--- config.mk ---
export PLATFORM = sky130hd
export DESIGN_NAME = pgtbl_xlat
export DESIGN_NICKNAME = d
export VERILOG_FILES = /design/src/rtl/pgtbl_pkg.sv /design/src/rtl/pgtbl_cfg_regs.sv /design/src/rtl/pgtbl_range_chk.sv /design/src/rtl/pgtbl_compose.sv /design/src/rtl/pgtbl_walker.sv /design/src/rtl/pgtbl_xlat.sv
export SDC_FILE = /design/constraint.sdc
export NUM_CORES = 1
export LEC_CHECK = 0
export ABC_AREA = 1
export BUFFER_PORTS_ARGS = -buffer_cell sky130_fd_sc_hd__buf_4
export CAP_MARGIN = 25
export CORE_UTILIZATION = 30
export CTS_BUF_LIST = sky130_fd_sc_hd__clkbuf_8 sky130_fd_sc_hd__clkbuf_16
export CTS_CLUSTER_DIAMETER = 120
export CTS_CLUSTER_SIZE = 8
export DETAILED_ROUTE_END_ITERATION = 6
export GPL_TIMING_DRIVEN = 0
export PLACE_DENSITY = 0.54
export SKIP_CTS_REPAIR_TIMING = 1
export SLEW_MARGIN = 10
export SYNTH_ARGS = -nofsm -noshare
export SYNTH_HDL_FRONTEND = slang
export SYNTH_SLANG_ARGS = --single-unit
--- constraint.sdc ---
create_clock -name clk -period 1.78 [get_ports clk]
set_input_delay 0.356 -clock clk [delete_from_list [all_inputs] [get_ports clk]]
set_output_delay 0.356 -clock clk [all_outputs]
set_load 0.01 [all_outputs]
--- src/rtl/pgtbl_pkg.sv ---
// Shared definitions for the page table translator.
// Assumes: a one-bit register select on the configuration write port.
package pgtbl_pkg;

    // Lookup sequencer states
    typedef enum logic [2:0] {
        ST_IDLE,   // waiting for a request
        ST_CHECK,  // range check on the captured request
        ST_FETCH,  // table read request on the memory port
        ST_WAIT,   // waiting for the frame word
        ST_RESP    // result offered to the consumer
    } walk_state_t;

    // Register select codes on the configuration port
    localparam logic SEL_ORIGIN = 1'b0;
    localparam logic SEL_SIZE   = 1'b1;

endpackage

--- src/rtl/pgtbl_cfg_regs.sv ---
// Holds the table origin and table size (bytes) written by software.
// Assumes: single write port, no read-back; both clear on reset.
module pgtbl_cfg_regs
    import pgtbl_pkg::*;
#(
    parameter int ADDR_W = 32
) (
    input  logic              clk,
    input  logic              rst_n,
    input  logic              wr_en,
    input  logic              wr_sel,
    input  logic [ADDR_W-1:0] wr_data,
    output logic [ADDR_W-1:0] origin_q,
    output logic [ADDR_W-1:0] size_q
);

    // Register update: the select picks which register takes the write
    always_ff @(posedge clk) begin
        if (!rst_n) begin
            origin_q <= '0;
            size_q   <= '0;
        end else if (wr_en) begin
            if (wr_sel == SEL_ORIGIN) begin
                origin_q <= wr_data;
            end else begin
                size_q <= wr_data;
            end
        end
    end

endmodule

--- src/rtl/pgtbl_range_chk.sv ---
// Splits a logical address into a page index, decides whether the index
// lies inside the table, and forms the byte address of its entry.
// Assumes: entries are 2**ENTRY_SHIFT bytes; purely combinational.
module pgtbl_range_chk #(
    parameter int ADDR_W      = 32,
    parameter int PAGE_SHIFT  = 12,
    parameter int ENTRY_SHIFT = 3,
    parameter bit CLEAR_TOP   = 1'b1
) (
    input  logic [ADDR_W-1:0] laddr,
    input  logic [ADDR_W-1:0] origin,
    input  logic [ADDR_W-1:0] size_bytes,
    output logic              in_range,
    output logic [ADDR_W-1:0] entry_addr
);

    localparam int IDX_W = ADDR_W - PAGE_SHIFT;

    logic [IDX_W-1:0]      page_idx;
    logic [ADDR_W-1:0]     idx_ext;
    logic [ADDR_W-1:0]     entry_count;
    logic [ADDR_W-1:0]     origin_eff;
    logic [PAGE_SHIFT-1:0] unused_offset;

    assign page_idx      = laddr[ADDR_W-1:PAGE_SHIFT];
    assign unused_offset = laddr[PAGE_SHIFT-1:0];
    assign idx_ext       = {{PAGE_SHIFT{1'b0}}, page_idx};

    // Origin variant: optionally drop the top address bit before use
    generate
        if (CLEAR_TOP) begin : g_clear_top
            assign origin_eff = {1'b0, origin[ADDR_W-2:0]};
        end else begin : g_keep_top
            assign origin_eff = origin;
        end
    endgenerate

    // Table size in whole entries; a partial trailing entry does not count
    always_comb begin
        entry_count = size_bytes >> ENTRY_SHIFT;
        in_range    = (idx_ext < entry_count);
        entry_addr  = origin_eff + (idx_ext << ENTRY_SHIFT);
    end

endmodule

--- src/rtl/pgtbl_compose.sv ---
// Builds the physical address from a frame word and a page offset.
// Assumes: the frame word's low PAGE_SHIFT bits carry no address meaning.
module pgtbl_compose #(
    parameter int ADDR_W     = 32,
    parameter int PAGE_SHIFT = 12
) (
    input  logic [ADDR_W-1:0] frame_word,
    input  logic [ADDR_W-1:0] laddr,
    output logic [ADDR_W-1:0] phys_addr
);

    logic [PAGE_SHIFT-1:0] unused_frame_low;

    assign unused_frame_low = frame_word[PAGE_SHIFT-1:0];

    // Frame number from the entry, offset from the request
    always_comb begin
        phys_addr = {frame_word[ADDR_W-1:PAGE_SHIFT], laddr[PAGE_SHIFT-1:0]};
    end

endmodule

--- src/rtl/pgtbl_walker.sv ---
// Sequences one lookup at a time. It captures the request together with
// a copy of both registers, fetches the entry when in range, and holds
// the result until the consumer takes it.
// Assumes: memory replies arrive no earlier than the cycle after the
// request pulse; replies outside the wait state are ignored.
module pgtbl_walker
    import pgtbl_pkg::*;
#(
    parameter int ADDR_W     = 32,
    parameter int PAGE_SHIFT = 12
) (
    input  logic              clk,
    input  logic              rst_n,
    input  logic              req_valid,
    output logic              req_ready,
    input  logic [ADDR_W-1:0] req_addr,
    input  logic [ADDR_W-1:0] cfg_origin,
    input  logic [ADDR_W-1:0] cfg_size,
    output logic [ADDR_W-1:0] snap_laddr,
    output logic [ADDR_W-1:0] snap_origin,
    output logic [ADDR_W-1:0] snap_size,
    input  logic              chk_in_range,
    input  logic [ADDR_W-1:0] chk_entry_addr,
    input  logic [ADDR_W-1:0] composed_addr,
    output logic              mem_req_valid,
    output logic [ADDR_W-1:0] mem_req_addr,
    input  logic              mem_rsp_valid,
    input  logic              mem_rsp_err,
    output logic              rsp_valid,
    input  logic              rsp_ready,
    output logic [ADDR_W-1:0] rsp_addr,
    output logic              rsp_perm
);

    walk_state_t       state_q;
    logic [ADDR_W-1:0] laddr_q;
    logic [ADDR_W-1:0] origin_s_q;
    logic [ADDR_W-1:0] size_s_q;
    logic [ADDR_W-1:0] entry_q;
    logic [ADDR_W-1:0] phys_q;
    logic              perm_q;

    // Sequencer and result registers
    always_ff @(posedge clk) begin
        if (!rst_n) begin
            state_q    <= ST_IDLE;
            laddr_q    <= '0;
            origin_s_q <= '0;
            size_s_q   <= '0;
            entry_q    <= '0;
            phys_q     <= '0;
            perm_q     <= 1'b0;
        end else begin
            case (state_q)
                ST_IDLE: begin
                    if (req_valid) begin
                        laddr_q    <= req_addr;
                        origin_s_q <= cfg_origin;
                        size_s_q   <= cfg_size;
                        state_q    <= ST_CHECK;
                    end
                end
                ST_CHECK: begin
                    entry_q <= chk_entry_addr;
                    if (chk_in_range) begin
                        state_q <= ST_FETCH;
                    end else begin
                        perm_q  <= 1'b0;
                        phys_q  <= '0;
                        state_q <= ST_RESP;
                    end
                end
                ST_FETCH: begin
                    state_q <= ST_WAIT;
                end
                ST_WAIT: begin
                    if (mem_rsp_valid) begin
                        if (mem_rsp_err) begin
                            perm_q <= 1'b0;
                            phys_q <= '0;
                        end else begin
                            perm_q <= 1'b1;
                            phys_q <= composed_addr;
                        end
                        state_q <= ST_RESP;
                    end
                end
                ST_RESP: begin
                    if (rsp_ready) begin
                        state_q <= ST_IDLE;
                    end
                end
                default: state_q <= ST_IDLE;
            endcase
        end
    end

    // Port outputs decoded from the sequencer state
    always_comb begin
        req_ready     = (state_q == ST_IDLE);
        mem_req_valid = (state_q == ST_FETCH);
        mem_req_addr  = entry_q;
        rsp_valid     = (state_q == ST_RESP);
        rsp_addr      = phys_q;
        rsp_perm      = perm_q;
        snap_laddr    = laddr_q;
        snap_origin   = origin_s_q;
        snap_size     = size_s_q;
    end


    accept_blocks_chk: assert property (@(posedge clk) disable iff (!rst_n)
        (req_valid && req_ready) |=> !req_ready);


    rsp_hold_chk: assert property (@(posedge clk) disable iff (!rst_n)
        (rsp_valid && !rsp_ready) |=>
            (rsp_valid && $stable(rsp_addr) && $stable(rsp_perm)));


    mem_pulse_chk: assert property (@(posedge clk) disable iff (!rst_n)
        mem_req_valid |=> !mem_req_valid);


    fault_zero_chk: assert property (@(posedge clk) disable iff (!rst_n)
        (rsp_valid && !rsp_perm) |-> (rsp_addr == '0));


    offset_pass_chk: assert property (@(posedge clk) disable iff (!rst_n)
        (rsp_valid && rsp_perm) |->
            (rsp_addr[PAGE_SHIFT-1:0] == laddr_q[PAGE_SHIFT-1:0]));


    no_fetch_outside_chk: assert property (@(posedge clk) disable iff (!rst_n)
        mem_req_valid |-> (!req_ready && !rsp_valid));

endmodule

--- src/rtl/pgtbl_xlat.sv ---
// Top level of the page table translator: the register file, the lookup
// sequencer, the index/range logic and the address composer.
// Assumes: one lookup outstanding; memory port without back-pressure.
module pgtbl_xlat
    import pgtbl_pkg::*;
#(
    parameter int ADDR_W      = 32,
    parameter int PAGE_SHIFT  = 12,
    parameter int ENTRY_SHIFT = 3
) (
    input  logic              clk,
    input  logic              rst_n,
    input  logic              cfg_wr_en,
    input  logic              cfg_wr_sel,
    input  logic [ADDR_W-1:0] cfg_wr_data,
    input  logic              req_valid,
    output logic              req_ready,
    input  logic [ADDR_W-1:0] req_addr,
    output logic              rsp_valid,
    input  logic              rsp_ready,
    output logic [ADDR_W-1:0] rsp_addr,
    output logic              rsp_perm,
    output logic              mem_req_valid,
    output logic [ADDR_W-1:0] mem_req_addr,
    input  logic              mem_rsp_valid,
    input  logic [ADDR_W-1:0] mem_rsp_data,
    input  logic              mem_rsp_err
);

    logic [ADDR_W-1:0] origin_q;
    logic [ADDR_W-1:0] size_q;
    logic [ADDR_W-1:0] snap_laddr;
    logic [ADDR_W-1:0] snap_origin;
    logic [ADDR_W-1:0] snap_size;
    logic              in_range;
    logic [ADDR_W-1:0] entry_addr;
    logic [ADDR_W-1:0] phys_addr;

    pgtbl_cfg_regs #(
        .ADDR_W (ADDR_W)
    ) u_regs (
        .clk      (clk),
        .rst_n    (rst_n),
        .wr_en    (cfg_wr_en),
        .wr_sel   (cfg_wr_sel),
        .wr_data  (cfg_wr_data),
        .origin_q (origin_q),
        .size_q   (size_q)
    );

    pgtbl_range_chk #(
        .ADDR_W      (ADDR_W),
        .PAGE_SHIFT  (PAGE_SHIFT),
        .ENTRY_SHIFT (ENTRY_SHIFT),
        .CLEAR_TOP   (1'b1)
    ) u_range (
        .laddr      (snap_laddr),
        .origin     (snap_origin),
        .size_bytes (snap_size),
        .in_range   (in_range),
        .entry_addr (entry_addr)
    );

    pgtbl_compose #(
        .ADDR_W     (ADDR_W),
        .PAGE_SHIFT (PAGE_SHIFT)
    ) u_compose (
        .frame_word (mem_rsp_data),
        .laddr      (snap_laddr),
        .phys_addr  (phys_addr)
    );

    pgtbl_walker #(
        .ADDR_W     (ADDR_W),
        .PAGE_SHIFT (PAGE_SHIFT)
    ) u_walker (
        .clk            (clk),
        .rst_n          (rst_n),
        .req_valid      (req_valid),
        .req_ready      (req_ready),
        .req_addr       (req_addr),
        .cfg_origin     (origin_q),
        .cfg_size       (size_q),
        .snap_laddr     (snap_laddr),
        .snap_origin    (snap_origin),
        .snap_size      (snap_size),
        .chk_in_range   (in_range),
        .chk_entry_addr (entry_addr),
        .composed_addr  (phys_addr),
        .mem_req_valid  (mem_req_valid),
        .mem_req_addr   (mem_req_addr),
        .mem_rsp_valid  (mem_rsp_valid),
        .mem_rsp_err    (mem_rsp_err),
        .rsp_valid      (rsp_valid),
        .rsp_ready      (rsp_ready),
        .rsp_addr       (rsp_addr),
        .rsp_perm       (rsp_perm)
    );

endmodule

; ---- After elaboration in Yosys (flattened, before gate mapping)
; Cells that the tools add are included.
[totals]
ff_bits = 226
in_bits = 104
output_inout_bits = 68
elab_cells = 40
[classes]
add_sub_neg = 1
n_lt_le_gt_ge = 1
eq_ne = 8
mux = 13
bitwise = 1
reduce_logical = 7
[op_table]
columns = op, n
row1 = $mux W32, 3
row2 = $pmux W32 S2, 1
row3 = $add A31 B23 Y32, 1
row4 = $lt A20 B29 Y1, 1
row5 = $pmux W3 S5, 1
row6 = $mux W3, 4
row7 = $eq A3 B2 Y1 const B, 2
row8 = $ne A2 B2 Y1 const B, 3
row9 = $reduce_and A2 Y1, 3
row10 = $reduce_and A3 Y1, 2
row11 = $eq A3 B1 Y1 const B, 1
row12 = $eq A3 B3 Y1 const B, 1
row13 = $logic_not A3 Y1, 1
row14 = $mux W1, 3
row15 = $ne A2 B1 Y1 const B, 1
row16 = $pmux W1 S2, 1
row17 = $reduce_bool A2 Y1, 1
row18 = $not A1 Y1, 1

; ---- Longest topological paths before layout
; Gate-level depths: netlist of the first run.
[logic_depth]
word_depth = 3
ltp_mapped = 15

; ---- Cells and area by module
; From an unflattened synthesis of the first run, not the netlist that was laid out.
[unflattened]
cells_unflattened = 1647
area_unflattened_um2 = 11283.3
[by_module_without_submodules]
columns = mod, n_inst, cells_per_inst, area_per_inst_um2, seq_area_each_um2
row1 = pgtbl_walker, 1, 811, 6167.2, 3283.1
row2 = pgtbl_cfg_regs, 1, 351, 2536.2, 1281.2
row3 = pgtbl_range_chk, 1, 453, 2339.7, 0.0
row4 = pgtbl_compose, 1, 32, 240.2, 0.0

; ---- Worst setup path after synthesis of the first run
; No wires, ideal clock.
[synth_timing]
path_type = reg2reg
start = reg u_walker.laddr_q[12] (netlist: u_walker.snap_laddr[12])
end = reg u_walker.entry_q[15] (netlist: u_walker.mem_req_addr[15])
setup_ps = 109
arrival_time_ps = 1751
t_required_ps = 1671
path_slack_ps = -80
stages_incl_launch_ff = 12
period_less_slack_ps = 1860
path_cell_list = dfxtp_1 -> ha_1 -> fa_1 -> nand3_1 -> nand3_1 -> nand2_1 -> nand2_1 -> a21oi_1 -> xor2_1 -> nand2_1 -> nand2_1 -> inv_1
[synth_via]
elab_chain_len = 1
[synth_rtl]
columns = item, line
row1 = from (decl), pgtbl_walker.sv:36  ; logic [ADDR_W-1:0] laddr_q;
row2 = from (signal assigned), pgtbl_walker.sv:57  ; laddr_q <= req_addr;
row3 = $add A31 B23 Y32, pgtbl_range_chk.sv:42  ; entry_addr = origin_eff + (idx_ext << ENTRY_SHIFT);
row4 = to (signal assigned), pgtbl_walker.sv:64  ; entry_q <= chk_entry_addr;
row5 = to (decl), pgtbl_walker.sv:39  ; logic [ADDR_W-1:0] entry_q;
; Every way passes these cells.
; A chain may end at the register's enable or synchronous reset.

; ---- Worst setup path after layout of the first run
[layout_timing]
start = reg u_walker.state_q[0]
end = out req_ready
[layout_via]
elab_chain_len = 1
[layout_rtl]
columns = item, line
row1 = from (decl), pgtbl_walker.sv:35  ; walk_state_t state_q;
row2 = from (signal assigned), pgtbl_walker.sv:46  ; state_q <= ST_IDLE;
row3 = from (signal assigned), pgtbl_walker.sv:60  ; state_q <= ST_CHECK;
row4 = from (signal assigned), pgtbl_walker.sv:66  ; state_q <= ST_FETCH;
row5 = $logic_not A3 Y1, pgtbl_walker.sv:100  ; req_ready = (state_q == ST_IDLE);
row6 = to (decl), pgtbl_xlat.sv:17  ; output logic req_ready,
; Every way passes these cells.

==> results of run 1 <==
-- report_power, final --
part	switching (W)	internal, W
logic	0.00533	0.00418
clock network	0.00201	0.00316
registers	0.000934	0.00631
total	0.00827	0.0137
-- layout by cell type, fill, tap and decap left out, types with 28 or more instances in the layout --
| cell type | instances |
|---|---|
| nand2_1 | 244 |
| nor2_1 | 205 |
| dfxtp_1 | 192 |
| buf_4 | 167 |
| inv_1 | 135 |
| o21ai_0 | 110 |
| a21oi_1 | 106 |
| nand3_1 | 89 |
| clkbuf_1 | 49 |
| nand2_2 | 35 |
| clkbuf_16 | 34 |
| a21oi_2 | 30 |
| nand3_2 | 28 |
| ha_4 | 28 |
-- flip-flops by register name (all words and copies together), names as in the netlist --
register               count
u_walker.snap_origin      31
u_regs.origin_q           31
u_walker.mem_req_addr     32
u_walker.rsp_addr         32
u_regs.size_q             29
u_walker.rsp_perm          1
u_walker.snap_laddr       32
u_walker.snap_size        29
u_walker.state_q           3
-- final cells by class --
class | instances | area, sq um
fill | 3466 | 19500
multi-input combinational | 1023 | 6040
sequential | 220 | 4470
timing repair buffer | 173 | 1380
clock buffer | 31 | 776
inverter | 152 | 571
tap | 448 | 561
buffer | 81 | 435
clock inverter | 1 | 30.0
antenna | 1 | 2.50
-- per-stage QoR --
| step | total power, W | instance area [sq um] | instances |
|---|---|---|---|
| 3_5_place_dp | 0.0150 | 12100 | 2082 |
| 2_1_floorplan | 0.0120 | 10400 | 1477 |
| 4_1_cts | 0.0203 | 13000 | 2114 |
| 5_1_grt | 0.0234 | 14300 | 2130 |
| 3_3_place_gp | 0.0149 | 12100 | 2082 |
| 6_report | 0.0219 | 14300 | 2130 |
-- critical path, cell delays in order (launching register included) --
cell and delay (ns):
dfxtp_1 0.32, nor2_2 0.14, inv_2 0.07, nor2_4 0.18
buf_6 0.17, buf_4 0.13
-- kinds of logic (layout without fill, tap and decap cells) --
logic type	count (synthesis)	count (layout)	synth area share [%]
other cells	0	1	0
compound gates	302	302	15.5
xor+xnor	12	12	1.01
simple gates	669	669	27.0
flops	220	220	42.3
buf+inv	234	438	9.26
fa+ha+maj	40	40	4.88
-- worst max-delay path by stage --
stage | start | to | cells past startpoint
after global routing | u_walker.snap_laddr[21] | u_walker.rsp_addr[1] | 14
after floorplan | u_walker.snap_laddr[12] | u_walker.mem_req_addr[15] | 11
final | u_walker.state_q[0] | req_ready | 5
after detailed placement | rst_n | u_regs.size_q[30] | 5
after CTS | u_walker.state_q[2] | req_ready | 5
after global placement | rst_n | u_regs.size_q[30] | 5
-- metal layers --
metal / global-route usage (%) / share of wire (%) / vias to the layer above
li1: - / - / 5165
met1: 24.8 / 48 / 4617
met2: 29.8 / 46 / 204
met3: 1.99 / 3.5 / 55
met4: 6.13 / 3.0 / 0
met5: 0 / 0 / -
==> results.py, run 1 <==
metrics = {
    "run_status": {
        "status": "complete, but fails checks",
        "violations": "negative setup slack",
    },
    "synthesis": {
        "yosys-top-cells-area": "dfxtp_1, nand2_1, nor2_1",
        "syn_inst": 1477,
        "ys_seq_area_share_pct": 42.3,
        "ys.flop_type": "dfxtp_1",
        "synth_commonest_cells": "nand2_1, nor2_1, dfxtp_1",
        "synth_warnings": 0,
        "synth_edf_count": 0,
        "synth-seq-cells": 220,
        "synth_top_area_share_pct": 42.3,
        "yosysMostFrequentCell": "nand2_1",
        "synth_area_sq_um": 10400,
        "yosysUniqueCellTypes": 35,
        "syn-num-nets": 1621,
        "syn-mean-instance-area_sq_um": 7.04,
        "yosysTopAreaCell": "dfxtp_1",
        "ys_async_sr_fraction_pct": 0,
    },
    "clock_network": {
        "clk_pin_slew_ns": 0.05,
        "clkLatencyLatePin_ns": 0.54,
        "cts_buffers": 31,
        "cts-root-buf": "clkbuf_16",
        "clock-sinks": 220,
        "htreeDepth": 1,
        "cts_tree": "built",
        "cts_max_path_buffers": 3,
    },
    "worst_hold_path": {
        "min_from": "cfg_wr_data[0]",
        "min_to": "u_regs.origin_q[0]",
        "hold_path_depth": 3,
        "holdCritPathClass": "in -> reg",
    },
    "detailed_routing": {
        "vias_per_cell": 4.71,
        "drt_iter0_drc": 464,
        "wire_per_inst_microns": 15.7,
        "drc": 0,
        "via_count": 10000,
        "drtAntennaViolNets": 0,
        "drt_first_pass_iters": 5,
        "drt-total-wl_microns": 33400,
    },
    "die": {
        "die_area_sq_um": 35400,
        "die_width_microns": 188,
        "num_rows": 67,
        "die_h_microns": 188,
        "coreArea_sq_um": 33800,
        "ioPinCount": 172,
        "initial_core_util_pct": 30.8,
    },
    "pwr": {
        "peakVddDrop_mv": 0.905,
        "pwr_density_cell_nw_per_um2": 1540,
        "leakagePower_nw": 6.24,
    },
    "layout": {
        "utilization_pct": 42.2,
        "final_nets": 1826,
        "syn2layout_area_growth_pct": 37.1,
        "drive_gt1_share_pct": 27.8,
    },
    "timing": {
        "setup_ws_ns": -0.128,
        "rsz0062_at_grt": "yes",
        "setup_viol": 45,
        "slew_headroom_pct": 40.5,
        "tns_ns": -3.28,
        "finalMaxSlewViolations": 0,
        "hold_viol_final": 0,
        "whs_ns": 0.0477,
        "fmax_mhz": 524,
        "tightest_slew_ns": 0.893,
        "period_minus_slack_ns": 1.91,
        "period_share_pct": 107,
        "finalClockSkew_ns": 0.00888,
    },
    "critical_path": {
        "crit_type": "reg -> out",
        "worstPathMaxFanout": 10,
        "worstSetupEndpointType": "primary output",
        "crit_path_start_kind": "flop",
        "arrival_ns": 1.55,
        "r2r-start": "u_walker.snap_size[15]",
        "ff2ff_path_depth": 12,
        "reg2reg_slack_ns": -0.11,
        "cp.required_ns": 1.42,
        "reg2reg_to": "u_walker.rsp_addr[13]",
    },
    "job": {
        "drv_cap": 0,
    },
    "global_route": {
        "gr-usage-all-layers_pct": 18.2,
        "grt_remaining_overflow": 0,
        "grt_max_degree": 15,
        "grt_pass1_wl_microns": 51200,
        "first_global_vias": 9572,
        "antenna_found_initial": 1,
    },
    "place": {
        "place_ws_ns": -0.487,
        "place_congestion": 0.877,
        "place.port_buffers": 157,
        "dp_hpwl_microns": 25500,
    },
}
No activity file was read; power rests on OpenSTA's default activity.
==> run 2: changes to the inputs <==
--- a/config.mk
+++ b/config.mk
@@ -14,6 +14,7 @@
 export CTS_CLUSTER_SIZE = 8
 export DETAILED_ROUTE_END_ITERATION = 6
 export GPL_TIMING_DRIVEN = 0
+export MAX_ROUTING_LAYER = met4
 export PLACE_DENSITY = 0.54
 export SKIP_CTS_REPAIR_TIMING = 1
 export SLEW_MARGIN = 10
==> results.py, run 2 (synthesis gave the netlist of run 1 again) <==
metrics = {
    "run_status": {
        "status": "complete, but fails checks",
        "violations": "negative setup slack",
    },
    "critical_path": {
        "crit_type": "reg -> out",
        "crit_chain": "nor2_2 -> inv_2 -> nor2_4 -> buf_6 -> buf_4",
        "arrival_ns": 1.56,
        "crit_family": "buffers and inverters",
        "worstPathMaxFanout": 10,
        "crit_path_start_kind": "flop",
        "worstSetupEndpointType": "primary output",
        "worstSetupPathDepth": 5,
        "crit_buf_inv": 3,
        "ff2ff_path_depth": 15,
        "critPathMaxStageDelay_ns": 0.32,
        "cp.required_ns": 1.42,
        "cp_slowest_cell": "dfxtp_1",
    },
    "worst_hold_path": {
        "holdCritPathClass": "in -> reg",
        "hold_path_depth": 3,
    },
    "place": {
        "dp.cells": 2082,
        "place.port_buffers": 157,
        "place_congestion": 0.883,
        "placed_area_sq_um": 12100,
        "dp_hpwl_microns": 25400,
    },
    "die": {
        "die_area_sq_um": 35400,
        "die_width_microns": 188,
        "num_rows": 67,
        "coreArea_sq_um": 33800,
        "initial_core_util_pct": 30.8,
        "ioPinCount": 172,
        "die_h_microns": 188,
    },
    "timing": {
        "slew_headroom_pct": 54.3,
        "tns_ns": -2.61,
        "tightest_slew_ns": 0.685,
        "period_share_pct": 108,
        "rsz0062_at_grt": "yes",
        "hold_viol_final": 0,
        "setup_viol": 39,
        "fmax_mhz": 522,
        "finalMaxSlewViolations": 0,
        "finalClockSkew_ns": 0.0121,
        "period_minus_slack_ns": 1.91,
        "setup_ws_ns": -0.135,
    },
    "clock_network": {
        "htreeDepth": 1,
        "clk_pin_slew_ns": 0.05,
        "cts_tree": "built",
        "clock-sinks": 220,
        "clkLatencyLatePin_ns": 0.55,
        "cts-root-buf": "clkbuf_16",
        "cts_buffers": 31,
        "cts_max_path_buffers": 3,
    },
    "layout": {
        "final_cell_area_sq_um": 14500,
        "final_cells": 2144,
        "fillers": 3468,
        "utilization_pct": 43.0,
        "final_cell_mix": "nand2_1, nor2_1, dfxtp_1",
        "drive_gt1_share_pct": 30.5,
        "syn2layout_area_growth_pct": 39.6,
        "final_common_cell": "nand2_1",
        "final_nets": 1840,
    },
    "detailed_routing": {
        "vias_per_cell": 4.75,
        "wire_per_inst_microns": 15.8,
        "drt_iter0_drc": 442,
        "drc": 0,
        "drt-total-wl_microns": 33900,
        "drt_first_pass_iters": 5,
        "drtAntennaViolNets": 0,
        "via_count": 10200,
    },
    "global_route": {
        "first_global_vias": 9464,
        "antenna_found_initial": 1,
        "grt_pass1_wl_microns": 51600,
        "grt_max_degree": 15,
        "grt_remaining_overflow": 0,
        "gr-usage-all-layers_pct": 18.9,
    },
    "pwr": {
        "peakVddDrop_mv": 0.879,
        "leakagePower_nw": 6.40,
        "total_power_w": 0.0222,
        "pwr_density_cell_nw_per_um2": 1530,
    },
    "job": {
        "drv_cap": 0,
    },
}
-- run 2: final cells by class --
| cell class | count | area, sq um | share of cell area, % |
|---|---|---|---|
| Antenna cell | 1 | 2.50 | 0.0172 |
| Buffer | 82 | 448 | 3.08 |
| Clock buffer | 31 | 776 | 5.34 |
| Clock inverter | 1 | 30.0 | 0.207 |
| Inverter | 152 | 571 | 3.93 |
| Multi-Input combinational cell | 1023 | 6180 | 42.5 |
| Sequential cell | 220 | 4480 | 30.8 |
| Tap cell | 448 | 561 | 3.86 |
| Timing Repair Buffer | 186 | 1480 | 10.2 |
-- run 2: worst min-delay path: cells and delay by family --
| family | cells | cell delay (ns) |
|---|---|---|
| simple gates | 2 | 0.11 |
| buf+inv | 1 | 0.07 |
-- run 2: path summary, 6_finish.rpt --
check                         startpoint                      to  slack (ns)
setup reg to reg  u_walker.snap_size[13]   u_walker.rsp_addr[15]       -0.13
hold / removal            cfg_wr_data[1]      u_regs.origin_q[1]        0.03
setup / recovery     u_walker.state_q[0]               req_ready       -0.13
hold reg to reg   u_walker.snap_size[26]  u_walker.snap_size[26]        0.45
-- run 2: per-layer routing --
metal	vias up	share of wire (%)	track usage, %
li1	5204	-	-
met1	4703	47	25.0
met2	219	46	30.0
met3	62	3.8	2.25
met4	0	3.2	5.94
met5	-	0	-
-- run 2: power breakdown --
| group | switching [W] | internal, W |
|---|---|---|
| Clock | 0.00205 | 0.00315 |
| Combinational | 0.00540 | 0.00429 |
| Sequential | 0.000939 | 0.00632 |
-- run 2: metrics by stage --
stage | setup WS (ns) | hold WS (ns)
after CTS | -0.526 | 0.0191
after floorplan | 0.0132 | 0.429
after global placement | -0.465 | 0.439
final | -0.135 | 0.0319
after global routing | -0.239 | 0.0250
after detailed placement | -0.491 | 0.445
==> run 3: changes to the inputs <==
--- a/config.mk
+++ b/config.mk
@@ -5,7 +5,7 @@
 export SDC_FILE = /design/constraint.sdc
 export NUM_CORES = 1
 export LEC_CHECK = 0
-export ABC_AREA = 1
+export ABC_AREA = 0
 export BUFFER_PORTS_ARGS = -buffer_cell sky130_fd_sc_hd__buf_4
 export CAP_MARGIN = 25
 export CORE_UTILIZATION = 30
@@ -15,7 +15,7 @@
 export DETAILED_ROUTE_END_ITERATION = 6
 export GPL_TIMING_DRIVEN = 0
 export MAX_ROUTING_LAYER = met4
-export PLACE_DENSITY = 0.54
+export PLACE_DENSITY = 0.52
 export SKIP_CTS_REPAIR_TIMING = 1
 export SLEW_MARGIN = 10
 export SYNTH_ARGS = -nofsm -noshare
==> constraint.sdc (replaced) <==
create_clock -name clk -period 2.1 [get_ports clk]
set_input_delay 0.42 -clock clk [delete_from_list [all_inputs] [get_ports clk]]
set_output_delay 0.42 -clock clk [all_outputs]
set_load 0.01 [all_outputs]
==> results.py, run 3 <==
metrics = {
    "detailed_routing": {
        "drt_iter0_drc": 483,
        "drt_first_pass_iters": 4,
        "drtAntennaViolNets": 0,
        "vias_per_cell": 4.78,
        "wire_per_inst_microns": 16.3,
        "via_count": 8338,
        "drt-total-wl_microns": 28400,
        "drc": 0,
    },
    "layout": {
        "drive_gt1_share_pct": 20.9,
        "final_nets": 1493,
        "final_common_cell": "nand2_1",
        "syn2layout_area_growth_pct": 31.3,
        "final_cell_mix": "nand2_1, dfxtp_1, a21oi_1",
        "fillers": 3184,
        "final_cell_area_sq_um": 12200,
    },
    "timing": {
        "period_share_pct": 120,
        "setup_ws_ns": -0.411,
        "fmax_mhz": 398,
        "finalMaxSlewViolations": 0,
        "period_minus_slack_ns": 2.51,
        "slew_headroom_pct": 42.3,
        "tightest_slew_ns": 0.865,
        "setup_viol": 51,
        "whs_ns": 0.0955,
        "rsz0062_at_grt": "yes",
        "hold_viol_final": 0,
        "finalClockSkew_ns": 0.0109,
    },
    "synthesis": {
        "synth_area_sq_um": 9320,
        "synth_top_area_share_pct": 47.3,
        "ys_async_sr_fraction_pct": 0,
        "syn_inst": 1150,
        "syn-mean-instance-area_sq_um": 8.10,
        "ys.flop_type": "dfxtp_1",
        "syn-num-nets": 1294,
        "yosys-top-cells-area": "dfxtp_1, nand2_1, a21oi_1",
        "yosysTopAreaCell": "dfxtp_1",
        "synth_warnings": 0,
        "synth-seq-cells": 220,
        "yosysMostFrequentCell": "nand2_1",
        "synth_commonest_cells": "nand2_1, dfxtp_1, a21oi_1",
        "ys_seq_area_share_pct": 47.3,
        "synth_edf_count": 0,
        "yosysUniqueCellTypes": 59,
    },
    "pwr": {
        "internal_power_w": 0.00799,
        "pwr_density_cell_nw_per_um2": 925,
        "netSwitchingPower_w": 0.00332,
        "comb_power_share_pct": 20.2,
        "switching_share_pct": 29.4,
        "total_power_w": 0.0113,
        "clkPwrFrac_pct": 38.6,
        "peakVddDrop_mv": 0.717,
        "leakagePower_nw": 4.75,
        "sequentialPowerShare_pct": 41.2,
    },
    "place": {
        "dp_hpwl_microns": 21900,
        "placed_area_sq_um": 11000,
        "place.port_buffers": 158,
        "place_congestion": 0.894,
    },
    "clock_network": {
        "cts-root-buf": "clkbuf_16",
        "clock-sinks": 220,
        "htreeDepth": 1,
        "clkLatencyLatePin_ns": 0.54,
        "cts_buffers": 31,
        "cts_max_path_buffers": 3,
        "cts_tree": "built",
        "clk_pin_slew_ns": 0.05,
    },
    "global_route": {
        "first_global_vias": 7729,
        "grt_max_degree": 15,
        "gr-usage-all-layers_pct": 18.1,
        "grt_pass1_wl_microns": 43400,
        "grt_remaining_overflow": 0,
        "antenna_found_initial": 1,
    },
    "critical_path": {
        "arrival_ns": 2.94,
        "startpoint": "u_walker.snap_laddr[12]",
        "reg2reg_slack_ns": -0.41,
        "crit_path_start_kind": "flop",
        "crit_type": "reg -> reg",
        "cp.required_ns": 2.52,
        "worstPathMaxFanout": 4,
        "worstSetupEndpointType": "flop",
        "crit_end": "u_walker.mem_req_addr[23]",
        "reg2reg_to": "u_walker.mem_req_addr[23]",
        "r2r-start": "u_walker.snap_laddr[12]",
        "ff2ff_path_depth": 8,
    },
    "die": {
        "die_width_microns": 178,
        "initial_core_util_pct": 30.5,
        "ioPinCount": 172,
        "coreArea_sq_um": 30600,
        "num_rows": 64,
        "die_area_sq_um": 31800,
        "die_h_microns": 178,
    },
    "worst_hold_path": {
        "holdCritPathClass": "in -> reg",
    },
    "run_status": {
        "status": "complete, but fails checks",
        "violations": "negative setup slack",
    },
    "job": {
        "drv_cap": 0,
    },
}
-- run 3: kinds of logic (layout without fill, tap and decap cells) --
group	after synthesis	in the layout	share of synthesized area, %
flip-flops	220	220	47.3
other	0	1	0
AO/OA/AOI/OAI	332	332	21.6
XOR/XNOR	12	12	1.13
multiplexers	1	1	0.107
buffers and inverters	90	288	4.10
adder cells (fa/ha/maj)	40	40	5.45
AND/OR/NAND/NOR	455	455	20.3
-- run 3: cell type report --
| class | count | area, sq um | share of cell area (%) |
|---|---|---|---|
| clock buffer | 31 | 776 | 6.34 |
| timing repair buffer | 171 | 1300 | 10.6 |
| buffer | 64 | 304 | 2.49 |
| tap | 396 | 495 | 4.05 |
| sequential | 220 | 4420 | 36.1 |
| inverter | 21 | 78.8 | 0.645 |
| antenna | 1 | 2.50 | 0.0205 |
| clock inverter | 1 | 30.0 | 0.246 |
| multi-input combinational | 840 | 4830 | 39.5 |
-- run 3: how the worst min path moves through the flow --
stage / startpoint / endpoint / slack [ns] / cells past startpoint
4_1_cts: mem_rsp_data[25] / u_walker.rsp_addr[25] / 0.07 / 2
3_3_place_gp: u_walker.rsp_perm / u_walker.rsp_perm / 0.44 / 1
6_report: mem_rsp_data[28] / u_walker.rsp_addr[28] / 0.1 / 2
5_1_grt: mem_rsp_data[17] / u_walker.rsp_addr[17] / 0.07 / 2
2_1_floorplan: u_walker.snap_size[3] / u_walker.snap_size[3] / 0.43 / 2
3_5_place_dp: u_regs.origin_q[5] / u_walker.snap_origin[5] / 0.44 / 2
-- run 3: per-stage QoR --
stage | utilization, % | instances | setup TNS, ns | setup slack [ns]
finish | 40.0 | 1745 | -9.64 | -0.411
CTS | 38.7 | 1736 | -58.11 | -0.643
floorplan | - | 1150 | -0.349 | -0.231
global route | 40.0 | 1745 | -14.90 | -0.468
global placement | 36.1 | 1704 | -54.58 | -0.623
detailed placement | 36.1 | 1704 | -56.67 | -0.630
-- run 3: power groups by stage --
| stage | sequential, W | clock, W | combinational [W] |
|---|---|---|---|
| after floorplan | 0.00467 | 0 | 0.00139 |
| after global placement | 0.00472 | 0 | 0.00215 |
| after detailed placement | 0.00472 | 0 | 0.00216 |
| after CTS | 0.00464 | 0.00446 | 0.00218 |
| after global routing | 0.00469 | 0.00465 | 0.00255 |
| final | 0.00466 | 0.00436 | 0.00229 |
-- run 3: critical path: stages, from the launching register on --
cell and delay [ns]:
dfxtp_4 0.35, ha_4 0.16, fa_2 0.35, a21o_1 0.21
a221o_1 0.42, a2bb2oi_4 0.23, a211oi_4 0.09, or3_1 0.32
a32o_1 0.26
-- run 3: metal layers --
metal	vias to the layer above	track usage [%]	part of all wire, %
met5	-	-	0
met4	0	3.95	1.7
met3	29	2.39	4.8
met2	181	27.3	44
met1	3791	25.5	49
li1	4337	-	-
